<file path="src/rtl/i2c_byte_master.sv">
`timescale 1ns/1ps
module i2c_byte_master #(
  parameter logic [15:0] DIV_RST = 16'd99
) (
  input  logic       clk,
  input  logic       rst_n,
  input  logic       bus_we,
  input  logic [1:0] bus_addr,
  input  logic [7:0] bus_wdata,
  output logic [7:0] bus_rdata,
  output logic       irq,
  input  logic       sda_in,
  output logic       scl_oe,
  output logic       sda_oe
);
  localparam int DIV_W  = 16;
  localparam int BYTE_W = 8;
  localparam int CNT_W  = $clog2(BYTE_W + 1) + 1;
  localparam logic [CNT_W-1:0] ACK_SLOT = CNT_W'(BYTE_W);

  typedef enum logic [2:0] {S_IDLE, S_START, S_BIT, S_STOP, S_HOLD} st_t;

  st_t              st;
  logic [DIV_W-1:0] div, cnt;
  logic [1:0]       q;
  logic [CNT_W-1:0] bitn;
  logic [BYTE_W-1:0] sh, txr, rxr;
  logic f_rd, f_sto, f_nack, from_hold, smp, rxack, ifl;

  logic tip, cmd_wr, go, tick, last_q, byte_end, finish;

  assign tip      = (st == S_START) || (st == S_BIT) || (st == S_STOP);
  assign cmd_wr   = bus_we && (bus_addr == 2'd3);
  assign go       = cmd_wr && (bus_wdata[4] || bus_wdata[5]) && !tip;
  assign tick     = (cnt == div);
  assign last_q   = tick && (q == 2'd3);
  assign byte_end = (st == S_BIT) && last_q && (bitn == ACK_SLOT);
  assign finish   = (byte_end && !f_sto) || ((st == S_STOP) && last_q);
  assign irq      = ifl;

  always_comb begin
    case (bus_addr)
      2'd0:    bus_rdata = div[7:0];
      2'd1:    bus_rdata = div[15:8];
      2'd2:    bus_rdata = rxr;
      default: bus_rdata = {rxack, 5'd0, tip, ifl};
    endcase
  end

  always_comb begin
    scl_oe = 1'b0;
    sda_oe = 1'b0;
    case (st)
      S_HOLD:  scl_oe = 1'b1;
      S_START: begin
        scl_oe = (q == 2'd0) ? from_hold : (q == 2'd3);
        sda_oe = q[1];
      end
      S_BIT: begin
        scl_oe = (q == 2'd0) || (q == 2'd3);
        sda_oe = (bitn == ACK_SLOT) ? (f_rd && !f_nack) : (!f_rd && !sh[BYTE_W-1]);
      end
      S_STOP: begin
        scl_oe = (q == 2'd0);
        sda_oe = (q != 2'd3);
      end
      default: ;
    endcase
  end

  always_ff @(posedge clk or negedge rst_n) begin
    if (!rst_n) begin
      st        <= S_IDLE;
      div       <= DIV_RST;
      cnt       <= '0;
      q         <= '0;
      bitn      <= '0;
      sh        <= '0;
      txr       <= '0;
      rxr       <= '0;
      f_rd      <= 1'b0;
      f_sto     <= 1'b0;
      f_nack    <= 1'b0;
      from_hold <= 1'b0;
      smp       <= 1'b1;
      rxack     <= 1'b1;
      ifl       <= 1'b0;
    end else begin
      if (bus_we && bus_addr == 2'd0) div[7:0]  <= bus_wdata;
      if (bus_we && bus_addr == 2'd1) div[15:8] <= bus_wdata;
      if (bus_we && bus_addr == 2'd2) txr       <= bus_wdata;

      cnt <= (go || tick) ? '0 : cnt + 1'b1;

      if (finish)                      ifl <= 1'b1;
      else if (cmd_wr && bus_wdata[0]) ifl <= 1'b0;

      if (go) begin
        st        <= bus_wdata[7] ? S_START : S_BIT;
        q         <= '0;
        bitn      <= '0;
        sh        <= txr;
        f_rd      <= !bus_wdata[4];
        f_sto     <= bus_wdata[6];
        f_nack    <= bus_wdata[3];
        from_hold <= (st == S_HOLD);
      end else if (tick && tip) begin
        q <= q + 1'b1;
        if (st == S_BIT && q == 2'd2) begin
          smp <= sda_in;
          if (bitn == ACK_SLOT && !f_rd) rxack <= sda_in;
        end
        if (q == 2'd3) begin
          case (st)
            S_START: st <= S_BIT;
            S_BIT: begin
              if (bitn == ACK_SLOT) begin
                st <= f_sto ? S_STOP : S_HOLD;
                if (f_rd) rxr <= sh;
              end else begin
                bitn <= bitn + 1'b1;
                sh   <= {sh[BYTE_W-2:0], f_rd ? smp : 1'b0};
              end
            end
            S_STOP:  st <= S_IDLE;
            default: ;
          endcase
        end
      end
    end
  end
endmodule

</file>
<file path="config.mk">
export PLATFORM = sky130hd
export DESIGN_NAME = i2c_byte_master
export DESIGN_NICKNAME = d
export VERILOG_FILES = /design/src/rtl/i2c_byte_master.sv
export SDC_FILE = /design/constraint.sdc
export NUM_CORES = 1
export LEC_CHECK = 0
export BUFFER_PORTS_ARGS = -buffer_cell sky130_fd_sc_hd__buf_2
export CAP_MARGIN = 40
export CORE_ASPECT_RATIO = 0.8
export CORE_MARGIN = 10
export CORE_UTILIZATION = 60
export DETAILED_ROUTE_END_ITERATION = 16
export PLACE_DENSITY = 0.79
export SLEW_MARGIN = 20
export SYNTH_ARGS = -nofsm -noshare
export SYNTH_HDL_FRONTEND = slang
export SYNTH_SLANG_ARGS = --single-unit
</file>
<file path="constraint.sdc">
create_clock -name clk -period 2.7 [get_ports clk]
set_clock_uncertainty 0.05 [all_clocks]
set_input_delay 0.54 -clock clk [delete_from_list [all_inputs] [get_ports clk]]
set_output_delay 0.54 -clock clk [all_outputs]
set_load 0.01 [all_outputs]
</file>
# Yosys cells after proc, flatten, opt, wreduce, memory -nomap -nowiden
# Cells that the tools add are included.
[word_totals]
regBits = 73
latchBits = 0
mem_bits_rw = 0
rom_bits = 0
inputBits = 14
mem_count = 0
[op_classes]
addsub = 3
mul = 0
n_div = 0
n_lt_le_gt_ge = 0
n_eq_ne = 14
shifts = 0
mux = 28
n_bitwise = 1
n_reduce_logical = 41
[ops]
columns = ["cell", "count"]
rows = [
  ["$mux W8", 5],
  ["$mux W5", 5],
  ["$pmux W8 S3", 1],
  ["$logic_and A1 B1 Y1", 17],
  ["$add A16 B1 Y16 const B", 1],
  ["$eq A16 B16 Y1", 1],
  ["$mux W16", 1],
  ["$mux W3", 5],
  ["$reduce_and A4 Y1", 3],
  ["$pmux W3 S3", 1],
  ["$eq A2 B2 Y1 const B", 4],
  ["$reduce_bool A2 Y1", 4],
  ["$eq A3 B2 Y1 const B", 2],
  ["$logic_not A1 Y1", 6],
  ["$logic_or A1 B1 Y1", 6],
  ["$mux W2", 3],
  ["$reduce_and A6 Y1", 1],
  ["$add A5 B1 Y5 const B", 1],
  ["$eq A5 B4 Y1 const B", 1],
  ["$mux W1", 5],
  ["$logic_not A2 Y1", 2],
  ["$ne A2 B2 Y1 const B", 2],
  ["$pmux W1 S4", 1],
  ["$reduce_bool A4 Y1", 1],
  ["other kinds (8)", 8],
]

# Depth between registers and ports, before layout
[logic_depth]
ltp_word = 7
depth_mapped = 8

# Worst setup path after synthesis
# No wires, ideal clock.
[synth_path]
path_kind = "input-to-output"
start = "input bus_addr[0]"
end = "output bus_rdata[0]"
arrival_ns = 1.527
t_required_ns = 2.110
slack_ns = 0.583
stages = 2
path_buffers = 1
path_cell_list = "buf_1 mux4_2"
[synth_between]
elab_chain_cells = 2
elab_cells_between_ends = 4
[synth_rtl]
columns = ["item", "line_no", "source"]
rows = [
  ["start, declared", "8", "input logic [1:0] bus_addr,"],
  ["$eq A2 B2 Y1 (tied with other cells)", "42", "case (bus_addr)"],
  ["$pmux W8 S3 (*)", "42", ""],
  ["end, declared", "10", "output logic [7:0] bus_rdata,"],
]
# Every way passes the cells marked *; elsewhere a longest branch is shown, timed or not.

# Worst setup path in the final report
[layout_path]
start = "register bitn[0]"
end = "output sda_oe"
[layout_between]
elab_chain_cells = 3
[layout_rtl]
columns = ["item", "line_no", "source"]
rows = [
  ["start, declared", "26", "logic [CNT_W-1:0] bitn;"],
  ["start signal, assigned", "121", "bitn <= bitn + 1'b1;"],
  ["$eq A5 B4 Y1", "61", "sda_oe = (bitn == ACK_SLOT) ? (f_rd && !f_nack) : (!f_rd && !sh[BYTE_W-1]);"],
  ["$mux W1", "61", ""],
  ["$pmux W1 S3", "53", "case (st)"],
  ["end, declared", "14", "output logic sda_oe"],
]
# Every way passes these cells.

==> results.sh <==
export IMPL_max_slew_margin_pct=47.9
export IMPL_worstSetupEndpointType="output port"
export IMPL_cts_inserted_buffers=9
export IMPL_hold_buffers=0
export IMPL_fin_nets=393
export IMPL_drv_cap=0
export IMPL_hp_class="in2async"
export IMPL_critical_path_class="reg2out"
export IMPL_die_width_um=108
export IMPL_grt_pass1_wl_um=14800
export IMPL_layout_commonest_cell="dfrtp_1"
export IMPL_final_setup_worst_slack_ns=0.0788
export IMPL_drc=0
export IMPL_crit_fanout=7
export IMPL_period_share_pct=97.1
export IMPL_antenna_found_initial=0
export IMPL_synth_cell_types=46
export IMPL_cts_max_level=3
export IMPL_hold_violations=0
export IMPL_ys_seq_elements=73
export IMPL_cp_required_ns=2.11
export IMPL_grt_overflow_total=0
export IMPL_dieArea_mm2=0.00979
export IMPL_std_cell_rows=25
export IMPL_num_fill_cells=457
export IMPL_wl_per_cell_um=18.7
export IMPL_clockRootBuffer="clkbuf_8"
export IMPL_status="completed"
export IMPL_period_needed_ns=2.62
export IMPL_port_buffers=24
export IMPL_worstMarginPinSlew_ns=0.778
export IMPL_ant_nets=0
export IMPL_synthArstFlopShare_pct=100
export IMPL_drt_total_wl_um=8570
export IMPL_fin_util_pct=69.5
export IMPL_power_leakage_nw=1.86
export IMPL_cp_depth=7
export IMPL_netlist_area_mm2=0.00373
export IMPL_drt_iter0_markers=228
export IMPL_setup_viol=0
export IMPL_synthesis_instances=347
export IMPL_r2r_worst_path_cells=5
export IMPL_vias_per_cell=6.13
export IMPL_place_congestion=0.880
export IMPL_hold_worst_slack_ns=0.167
export IMPL_syn_area_per_cell_um2=10.7
export IMPL_powerDensity_mw_per_mm2=740
export IMPL_crit_family="compound AO/OA/AOI/OAI gates"
export IMPL_cts_setup_buffers=0
export IMPL_cts_max_path_buffers=2
export IMPL_critPathLaunchType="flop"
export IMPL_start_util_pct=62.4
export IMPL_mostFrequentLayoutCells="dfrtp_1 (67), nor2_1 (31), mux2_2 (25)"
export IMPL_max_stage_delay_ns=0.38
export IMPL_clk_latency_ns=0.35
export IMPL_dp_hpwl_um=6210
export IMPL_cts_num_sinks=73
export IMPL_die_h_um=90.5
export IMPL_power_mw=3.07
export IMPL_peakVddDrop_mv=0.394
export IMPL_syn_nets=367
export IMPL_fmax_ghz=0.381
export IMPL_rsz0062_at_grt="false"
export IMPL_grt_max_degree=47
export IMPL_io_pins=25
export IMPL_area_growth_pct=11.4
export IMPL_critical_path_cell_chain="inv_1 -> ha_1 -> and4bb_2 -> nor3b_1 -> o311ai_0 -> a21oi_1 -> buf_2"
export IMPL_cts_repair_resized=0
export IMPL_ys_flop_type="dfrtp_1"
export IMPL_dr_pass1_iters=5
export IMPL_n_antenna_cell=0
export IMPL_core_area_mm2=0.00597
export IMPL_yosysWarnings=0
export IMPL_crit_path_top_delay_cell="dfrtp_1"
export IMPL_post_place_ws_ns=0.456
export IMPL_setup_tns_final_ns=0
export IMPL_route_vias_total=2812
export IMPL_grtUsageTotal_pct=18.8
export IMPL_slew_viol_final=0
export IMPL_arrival_ns=2.03
export IMPL_synth_edf_count=0
export IMPL_drive_gt1_share_pct=23.0
export IMPL_cts_tree="yes"
export IMPL_first_global_vias=2809
export IMPL_path_buf_inv=2
export IMPL_clk_pin_slew_ns=0.07
export IMPL_seq_area_frac_synth_pct=49.2
==> routing by layer <==
layer	vias up	global-route usage, %	share of wire, %
met5	-	0	0
met4	0	3.78	0.99
met3	11	6.28	8.1
met2	105	25.3	43
met1	1404	28.3	48
li1	1292	-	-
==> area by class of cell <==
class	instances	area, um^2	area share [%]
sequential	73	1830	44.2
clock inverter	2	35.0	0.843
tap	81	101	2.44
clock buffer	14	173	4.16
timing repair buffer	33	200	4.82
inverter	10	37.5	0.904
multi-input combinational	246	1770	42.7
==> worst paths after layout <==
path | slack [ns] | endpoint | startpoint
setup / recovery | 0.08 | sda_oe | bitn[0]
hold / removal | 0.17 | bitn[1] | rst_n
setup reg to reg | 0.43 | rxr[6] | cnt[3]
hold reg to reg | 0.43 | from_hold | from_hold
max in group asynchronous | 1.70 | div[1] | rst_n
min in group clk | 0.37 | smp | sda_in
==> sequential cells by signal, summed over array words and instances (netlist names) <==
name,flops
bitn,5
cnt,16
sh,8
st,3
rxack,1
from_hold,1
div,16
f_rd,1
f_nack,1
txr,8
q,2
rxr,8
smp,1
f_sto,1
irq,1
==> synthesized netlist by cell type (2+ instances only) <==
cell | n | area share, %
nand2_1 | 19 | 1.9
xor2_1 | 20 | 4.7
or3_1 | 3 | 0.50
xnor2_1 | 10 | 2.3
a21oi_1 | 8 | 1.1
dfrtp_1 | 67 | 45
a31oi_1 | 7 | 1.2
a22oi_1 | 2 | 0.40
nor2_1 | 31 | 3.1
nand3b_1 | 5 | 1.0
nand4_1 | 7 | 1.2
o21ai_0 | 23 | 3.1
o31ai_1 | 3 | 0.60
nor3b_1 | 4 | 0.81
and3_1 | 6 | 1.0
clkbuf_1 | 11 | 1.1
mux2i_1 | 5 | 1.3
mux4_2 | 3 | 1.8
ha_1 | 6 | 2.0
nand3_1 | 21 | 2.8
dfstp_2 | 6 | 4.2
nor4_1 | 7 | 1.2
mux2_2 | 25 | 7.6
nor3_1 | 4 | 0.54
buf_2 | 3 | 0.40
mux2_1 | 9 | 2.7
a32o_1 | 3 | 0.81
buf_6 | 2 | 0.60
inv_1 | 10 | 1.0
==> cell families (layout without fill, tap and decap cells) <==
| kind of cell | after synthesis | after routing | share of synthesized area (%) |
|---|---|---|---|
| fa+ha+maj | 6 | 6 | 2.01 |
| xor+xnor | 30 | 30 | 7.05 |
| mux | 42 | 42 | 13.4 |
| compound gates | 52 | 52 | 8.69 |
| buf+inv | 28 | 59 | 3.42 |
| flops | 73 | 73 | 49.2 |
| simple gates | 116 | 116 | 16.2 |
==> per-stage QoR <==
stage,instance area [um^2],std cells
2_1_floorplan,3730,347
3_3_place_gp,3950,443
3_5_place_dp,3950,443
4_1_cts,4150,459
5_1_grt,4150,459
6_report,4150,459
==> report_power, final <==
group          switching (mW)  internal, mW  total, mW
Clock                   0.388         0.502      0.890
Combinational           0.371         0.323      0.694
Sequential              0.204          1.28       1.49
Total                   0.962          2.11       3.07
Power figures use the tool's default switching activity.
